--- config.mk ---
export PLATFORM = sky130hd
export DESIGN_NAME = lcsw_card
export DESIGN_NICKNAME = d
export VERILOG_FILES = /design/src/rtl/lcsw_pkg.sv /design/src/rtl/lcsw_decode.sv /design/src/rtl/lcsw_state.sv /design/src/rtl/lcsw_map.sv /design/src/rtl/lcsw_card.sv
export SDC_FILE = /design/constraint.sdc
export NUM_CORES = 1
export LEC_CHECK = 0
export BUFFER_PORTS_ARGS = -buffer_cell sky130_fd_sc_hd__buf_4
export CORE_MARGIN = 2
export CORE_UTILIZATION = 45
export DETAILED_ROUTE_END_ITERATION = 12
export GPL_TIMING_DRIVEN = 1
export PLACE_DENSITY = 0.73
export SYNTH_ARGS = -nofsm -noshare
export SYNTH_HDL_FRONTEND = slang
export SYNTH_HIERARCHICAL = 1
export SYNTH_SLANG_ARGS = --single-unit
export TNS_END_PERCENT = 10
--- constraint.sdc ---
create_clock -name clk -period 1.4 [get_ports clk]
set_input_delay 0.35 -clock clk [delete_from_list [all_inputs] [get_ports clk]]
set_output_delay 0.35 -clock clk [all_outputs]
set_load 0.005 [all_outputs]
--- src/rtl/lcsw_pkg.sv ---
package lcsw_pkg;
  localparam int LC_BLOCKS = 8;
  localparam int BLK_W     = $clog2(LC_BLOCKS);
  localparam int OFF_W     = 14;
  localparam int RAM_AW    = BLK_W + OFF_W;
  localparam int CPU_AW    = 16;
  localparam int SW_W      = 4;
  localparam int WCNT_W    = 2;
  localparam logic [WCNT_W-1:0] WCNT_ON  = 2'd2;
  localparam logic [WCNT_W-1:0] WCNT_OFF = 2'd0;

  typedef struct packed {
    logic             is_blk;
    logic [BLK_W-1:0] blk;
    logic             alt;
    logic             rd_ram;
    logic             wadv;
  } lcsw_cmd_t;
endpackage

--- src/rtl/lcsw_decode.sv ---
module lcsw_decode
  import lcsw_pkg::*;
(
  input  logic [SW_W-1:0] idx,
  output lcsw_cmd_t       cmd
);
  always_comb begin
    cmd.is_blk = idx[2];
    cmd.blk    = {idx[3], idx[1:0]};
    cmd.alt    = idx[3];
    cmd.rd_ram = (idx[1] == idx[0]);
    cmd.wadv   = idx[0];
  end
endmodule

--- src/rtl/lcsw_state.sv ---
module lcsw_state
  import lcsw_pkg::*;
(
  input  logic              clk,
  input  logic              rst,
  input  logic              sw_sel,
  input  lcsw_cmd_t         cmd,
  output logic              rd_ram,
  output logic [WCNT_W-1:0] wcnt,
  output logic              alt,
  output logic [BLK_W-1:0]  blk
);
  always_ff @(posedge clk) begin
    if (rst) begin
      rd_ram <= 1'b0;
      wcnt   <= WCNT_ON;
      alt    <= 1'b1;
      blk    <= '0;
    end else if (sw_sel) begin
      if (cmd.is_blk) begin
        blk <= cmd.blk;
      end else begin
        rd_ram <= cmd.rd_ram;
        alt    <= cmd.alt;
        if (!cmd.wadv)
          wcnt <= WCNT_OFF;
        else if (wcnt != WCNT_ON)
          wcnt <= wcnt + 1'b1;
      end
    end
  end
endmodule

--- src/rtl/lcsw_map.sv ---
module lcsw_map
  import lcsw_pkg::*;
(
  input  logic              clk,
  input  logic              rst,
  input  logic              cpu_valid,
  input  logic              cpu_we,
  input  logic [CPU_AW-1:0] cpu_addr,
  input  logic              rd_ram,
  input  logic [WCNT_W-1:0] wcnt,
  input  logic              alt,
  input  logic [BLK_W-1:0]  blk,
  output logic              ram_rd,
  output logic              rom_rd,
  output logic              ram_wr,
  output logic [RAM_AW-1:0] ram_addr
);
  logic [3:0]       page;
  logic             in_win;
  logic             hit;
  logic [OFF_W-1:0] off;

  always_comb begin
    page   = cpu_addr[CPU_AW-1 -: 4];
    in_win = (page >= 4'hD);
    hit    = cpu_valid && in_win;
    if (page == 4'hD)
      off = alt ? {2'b00, cpu_addr[11:0]} : {2'b01, cpu_addr[11:0]};
    else
      off = {1'b1, cpu_addr[12:0]};
  end

  always_ff @(posedge clk) begin
    if (rst) begin
      ram_rd   <= 1'b0;
      rom_rd   <= 1'b0;
      ram_wr   <= 1'b0;
      ram_addr <= '0;
    end else begin
      ram_rd   <= hit && !cpu_we && rd_ram;
      rom_rd   <= hit && !cpu_we && !rd_ram;
      ram_wr   <= hit && cpu_we && (wcnt == WCNT_ON);
      ram_addr <= hit ? {blk, off} : '0;
    end
  end
endmodule

--- src/rtl/lcsw_card.sv ---
module lcsw_card
  import lcsw_pkg::*;
(
  input  logic              clk,
  input  logic              rst,
  input  logic              sw_sel,
  input  logic [SW_W-1:0]   sw_idx,
  input  logic              cpu_valid,
  input  logic              cpu_we,
  input  logic [CPU_AW-1:0] cpu_addr,
  output logic              ram_rd,
  output logic              rom_rd,
  output logic              ram_wr,
  output logic [RAM_AW-1:0] ram_addr
);
  lcsw_cmd_t         cmd;
  logic              st_rd_ram;
  logic [WCNT_W-1:0] st_wcnt;
  logic              st_alt;
  logic [BLK_W-1:0]  st_blk;

  lcsw_decode u_dec (
    .idx (sw_idx),
    .cmd (cmd)
  );

  lcsw_state u_st (
    .clk    (clk),
    .rst    (rst),
    .sw_sel (sw_sel),
    .cmd    (cmd),
    .rd_ram (st_rd_ram),
    .wcnt   (st_wcnt),
    .alt    (st_alt),
    .blk    (st_blk)
  );

  lcsw_map u_map (
    .clk       (clk),
    .rst       (rst),
    .cpu_valid (cpu_valid),
    .cpu_we    (cpu_we),
    .cpu_addr  (cpu_addr),
    .rd_ram    (st_rd_ram),
    .wcnt      (st_wcnt),
    .alt       (st_alt),
    .blk       (st_blk),
    .ram_rd    (ram_rd),
    .rom_rd    (rom_rd),
    .ram_wr    (ram_wr),
    .ram_addr  (ram_addr)
  );
endmodule

* After elaboration in Yosys (flattened, before gate mapping) *
Index checks and enable logic that the tools add are counted.

operators by class
  add/subtract/negate cells = 1
  $lt $le $gt $ge = 1
  equal/unequal tests = 5
  mux-type cells = 4
  bitwise gates (word level) = 2
  reduce and logical (&&, ||, !) cells = 12

operators with widths
  cell                   number
  $mux W14               1
  $mux W13               1
  $logic_and A1 B1 Y1    6
  $eq A4 B4 Y1 const B   1
  $ge A4 B4 Y1 const B   1
  $mux W2                2
  $reduce_and A2 Y1      2
  $reduce_and A3 Y1      1
  $add A2 B1 Y2 const B  1
  $eq A2 B2 Y1 const B   1
  $logic_not A1 Y1       2
  $ne A2 B1 Y1 const B   1
  $ne A2 B2 Y1 const B   1
  $not A1 Y1             2
  $reduce_or A2 Y1       1
  $eq A1 B1 Y1           1

storage, ports and cells
  register bits = 27
  input bits = 25
  output and inout bits = 20
  logic and storage cells = 33

* Logic depth before layout (Yosys ltp) *
Gate-level depths: netlist of run 1.

  depth after elaboration = 4
  mapped depth = 5
  gate-level depth less buffers = 5

* Modules after synthesis *
Netlist of run 1, hierarchy kept.

modules (own cells, without submodules)
  module       times used  cells each  area an instance (um^2)  sequential area each (um^2)
  lcsw_map     1           48          699.4                    400.4
  lcsw_state   1           35          292.8                    140.1
  lcsw_decode  1           7           53.8                     0.0

* Least setup slack after synthesis of run 1 *
OpenSTA, ideal clock, no wires.

  path kind = reg2reg
  start point = register u_st.wcnt[0]
  end point = register u_st.wcnt[0]
  setup time = 0.070 ns
  arrival time = 1.161 ns
  data required time = 1.330 ns
  slack = 0.170 ns
  cell stages (with the launch flop) = 6
  buffers on the path = 0
  clock period less this slack = 1.230 ns
  cells stage by stage = dfxtp_1 inv_1 ha_1 nand2b_1 or3_1 a21oi_1

on the way
  cells in the longest elaborated chain, start to end = 3
  elaborated cells on any way between the ends = 6
  those cells by class = add/sub (1); eq/ne (2); mux (2); reduce/logical (1)

ends and longest elaborated chain
  item                                                  RTL line                            text
  from (decl)                                           lcsw_state.sv:9                     output logic [WCNT_W-1:0] wcnt,
  from (signal assigned)                                lcsw_state.sv:28                    wcnt <= wcnt + 1'b1;
  $add A2 B1 Y2 / $ne A2 B2 Y1 (equally long branches)  lcsw_state.sv:28, lcsw_state.sv:27
  $mux W2 / $ne A2 B1 Y1 (equally long branches)        n/a
  $mux W2 / $reduce_and A3 Y1 (equally long branches)   n/a

Several ways; a longest one is shown, not always the timed one. The select of a mux whose other input is x is not followed.
A chain may end at the register's enable or synchronous reset.

* Worst setup path after layout of run 1 *
Ends and elaborated chain as after synthesis.

==> results of run 1 <==
==> where the power goes <==
group | internal (uW) | total [uW] | switching (uW)
clock network | 112 | 328 | 217
registers | 785 | 794 | 8.83
logic | 89.3 | 154 | 64.4
==> registers in the layout, summed over array words and instances (netlist names) <==
name,cells
u_map/ram_addr,17
u_st/blk,3
u_st/wcnt,2
u_map/ram_rd,1
u_map/ram_wr,1
u_map/rom_rd,1
u_st/alt,1
u_st/rd_ram,1
==> area by class of cell <==
type / instances / area, um^2
sequential: 27 / 542
clock buffer: 4 / 26.3
fill: 190 / 813
tap: 28 / 35.0
timing repair buffer: 47 / 365
inverter: 4 / 15.0
multi-input combinational: 50 / 415
==> logic make-up after synthesis <==
| family | Yosys count | synth area share [%] |
|---|---|---|
| AO/OA/AOI/OAI | 9 | 5.38 |
| flip-flops | 27 | 51.7 |
| XOR/XNOR | 1 | 0.837 |
| AND/OR/NAND/NOR | 39 | 32.3 |
| adder cells (fa/ha/maj) | 1 | 1.20 |
| buffers and inverters | 13 | 8.61 |
==> through the flow <==
step | hold slack, ps | total power, uW | utilization, % | instance area (um^2) | cells
floorplan | 419 | 889 | - | 1050 | 90
global placement | 444 | 960 | 62.0 | 1370 | 156
detailed placement | 443 | 967 | 62.0 | 1370 | 156
CTS | 190 | 1290 | 63.2 | 1400 | 160
global route | 171 | 1350 | 63.2 | 1400 | 160
finish | 195 | 1280 | 63.2 | 1400 | 160
==> placed cells by master, fill, tap and decap left out, drive strengths merged, types with 4 or more instances in the layout <==
cell type,count
nor3b,15
nand2,9
buf,47
clkbuf,4
dfxtp,27
nand3,4
a21oi,5
inv,4
==> critical path, delay by kind of cell, from the launching register on <==
| kind | cells | cell delay [ps] |
|---|---|---|
| AND/OR/NAND/NOR | 2 | 460 |
| buffers and inverters | 1 | 60 |
| adder cells (fa/ha/maj) | 1 | 190 |
| AO/OA/AOI/OAI | 1 | 140 |
| flip-flops | 1 | 390 |
==> worst max path at each step <==
stage	startpoint	to	slack (ps)
after floorplan	u_st/wcnt[0]	u_st/wcnt[0]	170
after global placement	u_st/wcnt[0]	u_st/wcnt[0]	150
after detailed placement	u_st/wcnt[0]	u_st/wcnt[0]	60
after CTS	u_st/wcnt[0]	u_st/wcnt[0]	30
after global routing	u_st/wcnt[0]	u_st/wcnt[0]	20
final	u_st/wcnt[0]	u_st/wcnt[0]	100
==> layer usage <==
| metal | vias up | track usage [%] | wire length, um |
|---|---|---|---|
| li1 | 384 | - | - |
| met1 | 366 | 15.4 | 720 |
| met3 | 2 | 2.86 | 149 |
| met2 | 29 | 27.0 | 1020 |
| met5 | - | 0 | 0 |
| met4 | 0 | 6.41 | 20 |
==> flow_summary_export.csv, run 1 <==
group,metric,value,unit
clock_tree,cts.sinks,27,
hold_path,hold_depth,2,
detailed_routing,final_antenna_net_count,0,
clock_tree,post-cts-setup-buffers,0,
clock_tree,cts_buffers,3,
grt,antenna_found_initial,0,
synthesis,synth_most_common_cell,"dfxtp_1",
clock_tree,post_cts_resized,0,
worst_setup_path,cp_max_fo,4,
die,die-area,2730,um^2
detailed_routing,avgViaCountPerCell,4.88,
timing,hold_viol,0,
grt,track_usage,14.4,%
grt,grt_pass1_vias,721,
synthesis,syn_nets,116,
worst_setup_path,setup.worst_path.start_class,"register",
timing,drv_slew,0,
detailed_routing,vias,781,
die,core_area,2210,um^2
detailed_routing,drt-total-wl,1910,um
grt,grt_pass1_wl,2930,um
hold_path,min_to,"u_map/rom_rd",
synthesis,synth_area_per_cell,11.6,um^2
placement,globalplace.congestion,0.727,
power,p_per_area,912,nW/um^2
synthesis,post_synth_inst_count,90,
worst_setup_path,r2r-start,"u_st/wcnt[0]",
die,pin_count,45,
synthesis,ys.flop_type,"dfxtp_1",
synthesis,synth_top_area_share,51.7,%
timing,worst_pin_slew,265,ps
clock_tree,hold_buffers,0,
worst_setup_path,slowest_delay,390,ps
timing,tns,0,ps
synthesis,yosys-top-cells-count,"27 x dfxtp_1, 9 x nand2_1, 9 x nor3b_2",
timing,finalCriticalPeriod,1300,ps
timing,slew-limit-headroom,82.1,%
timing,setup_viol,0,
synthesis,netlist-cell-type-count,25,
detailed_routing,dr.pass1.iters,4,
run_status,outcome,"completed",
synthesis,synth-async-reset-ratio,0,%
synthesis,synth_edf_count,0,
placement,place_hpwl,1540,um
worst_setup_path,crit_arrival,1560,ps
grt,grt_overflow_total,0,
detailed_routing,post_drt_wl_per_cell,11.9,um
finish,drive_gt1_share,50.8,%
hold_path,min_path_type,"in -> reg",
detailed_routing,drc_errors,0,
worst_setup_path,path_cells,"inv_1 -> ha_1 -> nand2b_1 -> or3_1 -> a21oi_1",
finish,nets,159,
placement,place_ws,57.3,ps
die,die_h,52.2,um
timing,fin_ws,99.9,ps
worst_setup_path,rrSetupSlack,100,ps
clock_tree,cts_buffer_depth,2,
worst_setup_path,critPathSlowestCell,"dfxtp_2",
placement,port_buffers,44,
synthesis,synth_area_leader_cell,"dfxtp_1",
synthesis,ys_ff_latch,27,
worst_setup_path,cp.required,1660,ps
finish,antenna_cells,0,
clock_tree,cts_root_buf,"clkbuf_4",
timing,max_freq,0.769,GHz
synthesis,synth.area.top_cells,"dfxtp_1 52%, nor3b_2 11%, buf_4 5.0%",
worst_setup_path,rr_worst_depth,5,
timing,grt_setup_unrepaired,"false",
clock_tree,cts_max_level,1,
clock_tree,worstSkewPairLatency,320,ps
die,rows,17,
worst_setup_path,reg2reg_to,"u_st/wcnt[0]",
flow_run,maxCapViolCount,0,
hold_path,min_from,"cpu_we",
timing,clock-skew-final,9.01,ps
synthesis,syn_area,1050,um^2
worst_setup_path,setup.worst_path.class,"reg -> reg",
synthesis,synth_warnings,6,
worst_setup_path,endpoint_kind,"register",
die,start_util,47.3,%
clock_tree,clk_pin_slew,140,ps
grt,grt_max_degree,19,
finish,area_growth_syn_to_layout,33.7,%
timing,post-route-period-util,92.9,%
power,ir_worst_vdd,0.000435,V
clock_tree,tritoncts,"built",
synthesis,synth-seq-area-share,51.7,%
detailed_routing,drt_iter0_drc,11,
power,p_leak,0.000595,uW
die,die-width,52.2,um
(Power assumes the default switching activity.)
==> inputs of run 2 (changes only) <==
- ABC_AREA: unset -> 1
- PLACE_DENSITY: 0.73 -> 0.74
==> run 2 against run 1 <==
- fmax is 15% higher
- synthesized area shrank 3.1%
- sequential share of layout area is 1.2 points higher
- first-iteration DRC count down 64%
- hold slack better by 36 ps
- cell count is 21% higher
- total power is 0.40% higher
- largest power group unchanged
- highest routed layer unchanged
==> flow_summary_export.csv, run 2 <==
group,metric,value,unit
run_status,outcome,"completed",
timing,drv_slew,0,
finish,fillers,192,
clock_tree,post_cts_resized,0,
synthesis,synth_simple_gate_area_share,27.5,%
timing,grt_setup_unrepaired,"false",
die,die-width,51.5,um
worst_setup_path,endpoint_kind,"output pin",
worst_setup_path,crit_family,"flip-flops",
finish,area_growth_syn_to_layout,33.5,%
worst_setup_path,startpoint,"u_map/ram_rd",
synthesis,synth_area_per_cell,8.11,um^2
finish,largest_register_ffs,17,
placement,place_hpwl,1520,um
timing,clock-skew-final,0.354,ps
synthesis,syn_nets,151,
hold_path,min_path_type,"in -> reg",
worst_setup_path,setup.worst_path.end,"ram_rd",
power,p_leak,0.000734,uW
synthesis,ys.flop_type,"dfxtp_1",
worst_setup_path,critPathSlowestCell,"dfxtp_1",
flow_run,maxCapViolCount,0,
grt,antenna_found_initial,0,
detailed_routing,post_drt_wl_per_cell,9.43,um
synthesis,syn_area,1010,um^2
timing,finalCriticalPeriod,1130,ps
synthesis,synth_edf_count,0,
synthesis,ys_ff_latch,27,
worst_setup_path,rr_worst_depth,7,
synthesis,synth.area.top_cells,"dfxtp_1 53%, inv_1 10%, nor2_1 8.5%",
finish,nets,193,
finish,largest-register,"u_map/ram_addr",
placement,place_ws,302,ps
finish,final_cells,194,
timing,tns,0,ps
placement,placed_cells_incl_taps,190,
worst_setup_path,path_cells,"buf_4",
detailed_routing,avgViaCountPerCell,4.26,
finish,fin_area,1350,um^2
synthesis,synth-async-reset-ratio,0,%
timing,post-route-period-util,80.7,%
synthesis,synth_fa_ha_area_share,1.23,%
die,core_area,2170,um^2
clock_tree,cts_max_level,1,
die,die-area,2650,um^2
placement,place_area,1320,um^2
synthesis,synth_compound_area_share,1.98,%
clock_tree,tritoncts,"built",
synthesis,synth_xor_area_share,0,%
grt,track_usage,14.6,%
worst_setup_path,rrSetupSlack,280,ps
worst_setup_path,cp.required,1050,ps
finish,final_common_cell,"buf_4",
synthesis,synth_top_family_by_area,"simple AND/OR/NAND/NOR gates",
placement,port_buffers,44,
power,ir_worst_vdd,0.000535,V
worst_setup_path,reg2reg_to,"u_st/wcnt[0]",
timing,hold_viol,0,
timing,slew-limit-headroom,81.2,%
worst_setup_path,cp_max_fo,1,
detailed_routing,drt-total-wl,1830,um
finish,layout_common_cells,"44 x buf_4, 27 x inv_1, 27 x dfxtp_1, 23 x nor2_1, 17 x nand2_1",
worst_setup_path,crit_cells,1,
die,rows,17,
timing,worst_pin_slew,282,ps
worst_setup_path,setup.worst_path.start_class,"register",
synthesis,synth_top_area_share,53.3,%
detailed_routing,final_antenna_net_count,0,
detailed_routing,dr.pass1.iters,2,
die,start_util,46.7,%
synthesis,yosys-top-cells-count,"27 x dfxtp_1, 27 x inv_1, 23 x nor2_1",
grt,grt_max_degree,19,
timing,max_freq,0.885,GHz
clock_tree,post-cts-setup-buffers,0,
synthesis,synth_warnings,6,
clock_tree,hold_buffers,0,
detailed_routing,vias,827,
clock_tree,clk_pin_slew,150,ps
grt,grt_pass1_vias,739,
placement,globalplace.congestion,0.730,
synthesis,synth-seq-area-share,53.3,%
worst_setup_path,setup.worst_path.class,"reg -> out",
finish,reg_top3,"u_map/ram_addr: 17 flops, u_st/blk: 3 flops, u_st/wcnt: 2 flops",
synthesis,post_synth_inst_count,125,
worst_setup_path,crit_buf_inv,1,
finish,drive_gt1_share,38.0,%
die,pin_count,45,
clock_tree,cts_root_buf,"clkbuf_4",
detailed_routing,drc_errors,0,
synthesis,synthMuxAreaShare,0,%
power,p_per_area,947,nW/um^2
worst_setup_path,r2r-start,"u_st/wcnt[0]",
power,power,1280,uW
grt,grt_pass1_wl,2820,um
grt,grt_overflow_total,0,
clock_tree,cts_buffers,3,
worst_setup_path,slowest_delay,330,ps
clock_tree,cts.sinks,27,
timing,fin_ws,271,ps
finish,antenna_cells,0,
detailed_routing,drt_iter0_drc,4,
timing,setup_viol,0,
synthesis,netlist-cell-type-count,15,
clock_tree,cts_buffer_depth,2,
synthesis,synth_area_leader_cell,"dfxtp_1",
worst_setup_path,crit_arrival,780,ps
die,die_h,51.5,um
clock_tree,worstSkewPairLatency,320,ps
[run 2: power by group]
group	switching, uW	internal (uW)
Clock	218	109
Combinational	73.3	81.2
Sequential	10.1	789
Total	302	980
[run 2: logic make-up after synthesis]
family | Yosys count
adders and majority gates | 1
AOI/OAI and AO/OA | 4
buffers and inverters | 35
DFF | 27
and+or+nand+nor | 58
[run 2: worst register-to-register path, delay by kind of cell, from the launching register on]
kind,cells,cell delay [ps]
simple gates,5,410
fa+ha+maj,1,200
buf+inv,1,70
flops,1,400
[run 2: how the worst min path moves through the flow]
stage,start,to,cells past startpoint
6_report,sw_idx[3],u_st/alt,3
5_1_grt,cpu_addr[7],u_map/ram_addr[7],3
4_1_cts,sw_idx[3],u_st/alt,3
3_5_place_dp,u_st/blk[2],u_map/ram_addr[16],2
3_3_place_gp,u_st/blk[2],u_map/ram_addr[16],2
2_1_floorplan,u_st/blk[2],u_map/ram_addr[16],2
[run 2: through the flow]
step                util (%)  hold WS, ps
floorplan                  -          409
global placement        61.0          416
detailed placement      61.0          423
CTS                     62.3          224
global route            62.3          219
finish                  62.3          231
[run 2: area by class of cell]
type                       count  area, um^2  share of cell area [%]
sequential                    27         541                    40.0
clock buffer                   3        22.5                    1.67
tap                           28        35.0                    2.59
clock inverter                 1        7.51                   0.555
timing repair buffer          44         330                    24.4
multi-input combinational     63         312                    23.0
inverter                      28         105                    7.77
[run 2: per-layer routing]
layer	up-vias	wire length [um]	track usage [%]
li1	435	-	-
met3	2	130	2.63
met1	364	736	13.9
met5	-	0	0
met4	0	19	9.21
met2	26	943	28.2
==> inputs of run 3 (changes only) <==
- CORE_UTILIZATION: 45 -> 41
- PLACE_DENSITY: 0.74 -> 0.71
- clock period: 1.4 -> 1 ns (I/O delays scaled with it)
==> run 3 against run 2 <==
- the run now ends with setup timing left
- total power grew 42%
- cell count is 1.5% higher
- setup slack got worse by 290 ps
- sequential power rose by 40%
- die area increased by 9.0%
- hold slack worse by 90 ps
- largest power group unchanged
==> flow_summary_export.csv, run 3 (synthesis gave the netlist of run 2 again) <==
group,metric,value,unit
worst_setup_path,setup.worst_path.class,"reg -> out",
worst_setup_path,cp_max_fo,1,
die,die-width,53.7,um
hold_path,min_from,"cpu_addr[7]",
clock_tree,cts.sinks,27,
placement,globalplace.congestion,0.729,
clock_tree,cts_max_level,1,
placement,place_hpwl,1420,um
timing,grt_setup_unrepaired,"true",
die,rows,18,
detailed_routing,drc_errors,0,
hold_path,min_to,"u_map/ram_addr[7]",
power,ir_worst_vdd,0.00101,V
worst_setup_path,r2r-start,"u_st/wcnt[0]",
die,die_h,53.7,um
die,core_area,2410,um^2
clock_tree,tritoncts,"built",
detailed_routing,drt_iter0_drc,11,
timing,hold_viol,0,
power,p_per_area,1280,nW/um^2
finish,multi_input_area,332,um^2
placement,port_buffers,44,
worst_setup_path,rrSetupSlack,20,ps
finish,antenna_cells,0,
worst_setup_path,setup.worst_path.start_class,"register",
worst_setup_path,reg2reg_to,"u_st/wcnt[0]",
clock_tree,worstSkewPairLatency,320,ps
power,p_leak,0.000749,uW
worst_setup_path,cp.required,750,ps
finish,reg_top3,"u_map/ram_addr: 17 flops, u_st/blk: 3 flops, u_st/wcnt: 2 flops",
hold_path,min_path_type,"in -> reg",
finish,largest_register_ffs,17,
clock_tree,post-cts-setup-buffers,0,
worst_setup_path,crit_arrival,770,ps
finish,nets,194,
worst_setup_path,critPathSlowestCell,"dfxtp_2",
timing,worst_pin_slew,281,ps
timing,clock-skew-final,4.60,ps
finish,register_area,551,um^2
detailed_routing,final_antenna_net_count,0,
timing,setup_viol,20,
die,pin_count,45,
detailed_routing,drt-total-wl,1780,um
clock_tree,cts_buffer_depth,2,
run_status,violations,"setup timing",
grt,grt_overflow_total,0,
clock_tree,clk_pin_slew,140,ps
timing,max_freq,0.982,GHz
placement,place_ws,-10.6,ps
timing,slew-limit-headroom,81.3,%
detailed_routing,vias,798,
hold_path,hold_depth,3,
timing,finalCriticalPeriod,1020,ps
timing,fin_ws,-18.5,ps
detailed_routing,post_drt_wl_per_cell,9.03,um
worst_setup_path,rr_worst_depth,7,
clock_tree,cts_buffers,3,
clock_tree,hold_buffers,0,
die,die-area,2890,um^2
placement,place_area,1330,um^2
worst_setup_path,endpoint_kind,"output pin",
flow_run,maxCapViolCount,0,
detailed_routing,avgViaCountPerCell,4.05,
clock_tree,cts_root_buf,"clkbuf_4",
run_status,outcome,"finished, violations left",
timing,drv_slew,0,
finish,fillers,226,
finish,final_common_cell,"buf_4",
grt,track_usage,12.4,%
detailed_routing,dr.pass1.iters,4,
timing,post-route-period-util,102,%
worst_setup_path,crit_buf_inv,1,
finish,area_growth_syn_to_layout,40.0,%
grt,grt_pass1_vias,648,
worst_setup_path,crit_family,"flip-flops",
grt,antenna_found_initial,0,
worst_setup_path,slowest_delay,340,ps
finish,largest-register,"u_map/ram_addr",
worst_setup_path,path_cells,"buf_6",
grt,grt_max_degree,19,
grt,grt_pass1_wl,2540,um
finish,drive_gt1_share,45.5,%
finish,layout_common_cells,"38 x buf_4, 26 x inv_1, 23 x nor2_1, 19 x dfxtp_1, 16 x nand2_1",
finish,fin_area,1420,um^2
die,start_util,42.1,%
## run 3: layout make-up
cell class / count / area share (%)
clock buffers: 3 / 1.59
clock inverters: 1 / 0.529
inverters: 28 / 7.41
multi-input cells: 63 / 23.4
flip-flops and latches: 27 / 38.8
well taps: 30 / 2.65
repair buffers: 45 / 25.7
## run 3: worst max-delay path by stage
stage                        from           end  depth (start not counted)
2_1_floorplan        u_st/wcnt[0]  u_st/wcnt[0]                          6
4_1_cts        u_map/ram_addr[13]  ram_addr[13]                          1
3_5_place_dp         u_st/wcnt[0]  u_st/wcnt[1]                          6
5_1_grt              u_st/wcnt[0]  u_st/wcnt[0]                          7
6_report             u_map/ram_wr        ram_wr                          1
3_3_place_gp         u_st/wcnt[0]  u_st/wcnt[0]                          6
## run 3: through the flow
step                total power (uW)  instances  hold slack [ps]  util [%]  setup TNS, ps
detailed placement              1360        193              421      55.3          -18.2
finish                          1820        197              141      58.9           -256
CTS                             1830        197              127      57.4           -645
global placement                1360        193              416      55.3              0
floorplan                       1260        125              362         -              0
global route                    1910        197              121      58.9          -1150
## run 3: metal layers
layer,up-vias,share of wire (%),GRT usage [%]
li1,435,-,-
met1,328,42,13.4
met2,33,48,21.5
met3,2,9.5,5.28
met4,0,0.56,3.85
met5,-,0,0
## run 3: power breakdown
part / leakage (uW) / switching, uW / internal [uW] / total, uW
clock network: 0.0000139 / 310 / 153 / 462
logic: 0.000512 / 109 / 126 / 235
registers: 0.000223 / 15.7 / 1110 / 1120
## run 3: what timing repair did
item,in CTS,in global routing
gates resized for setup,8,12
endpoints found under the hold margin,0,0
setup endpoints to repair,22,22
pin swaps,2,3
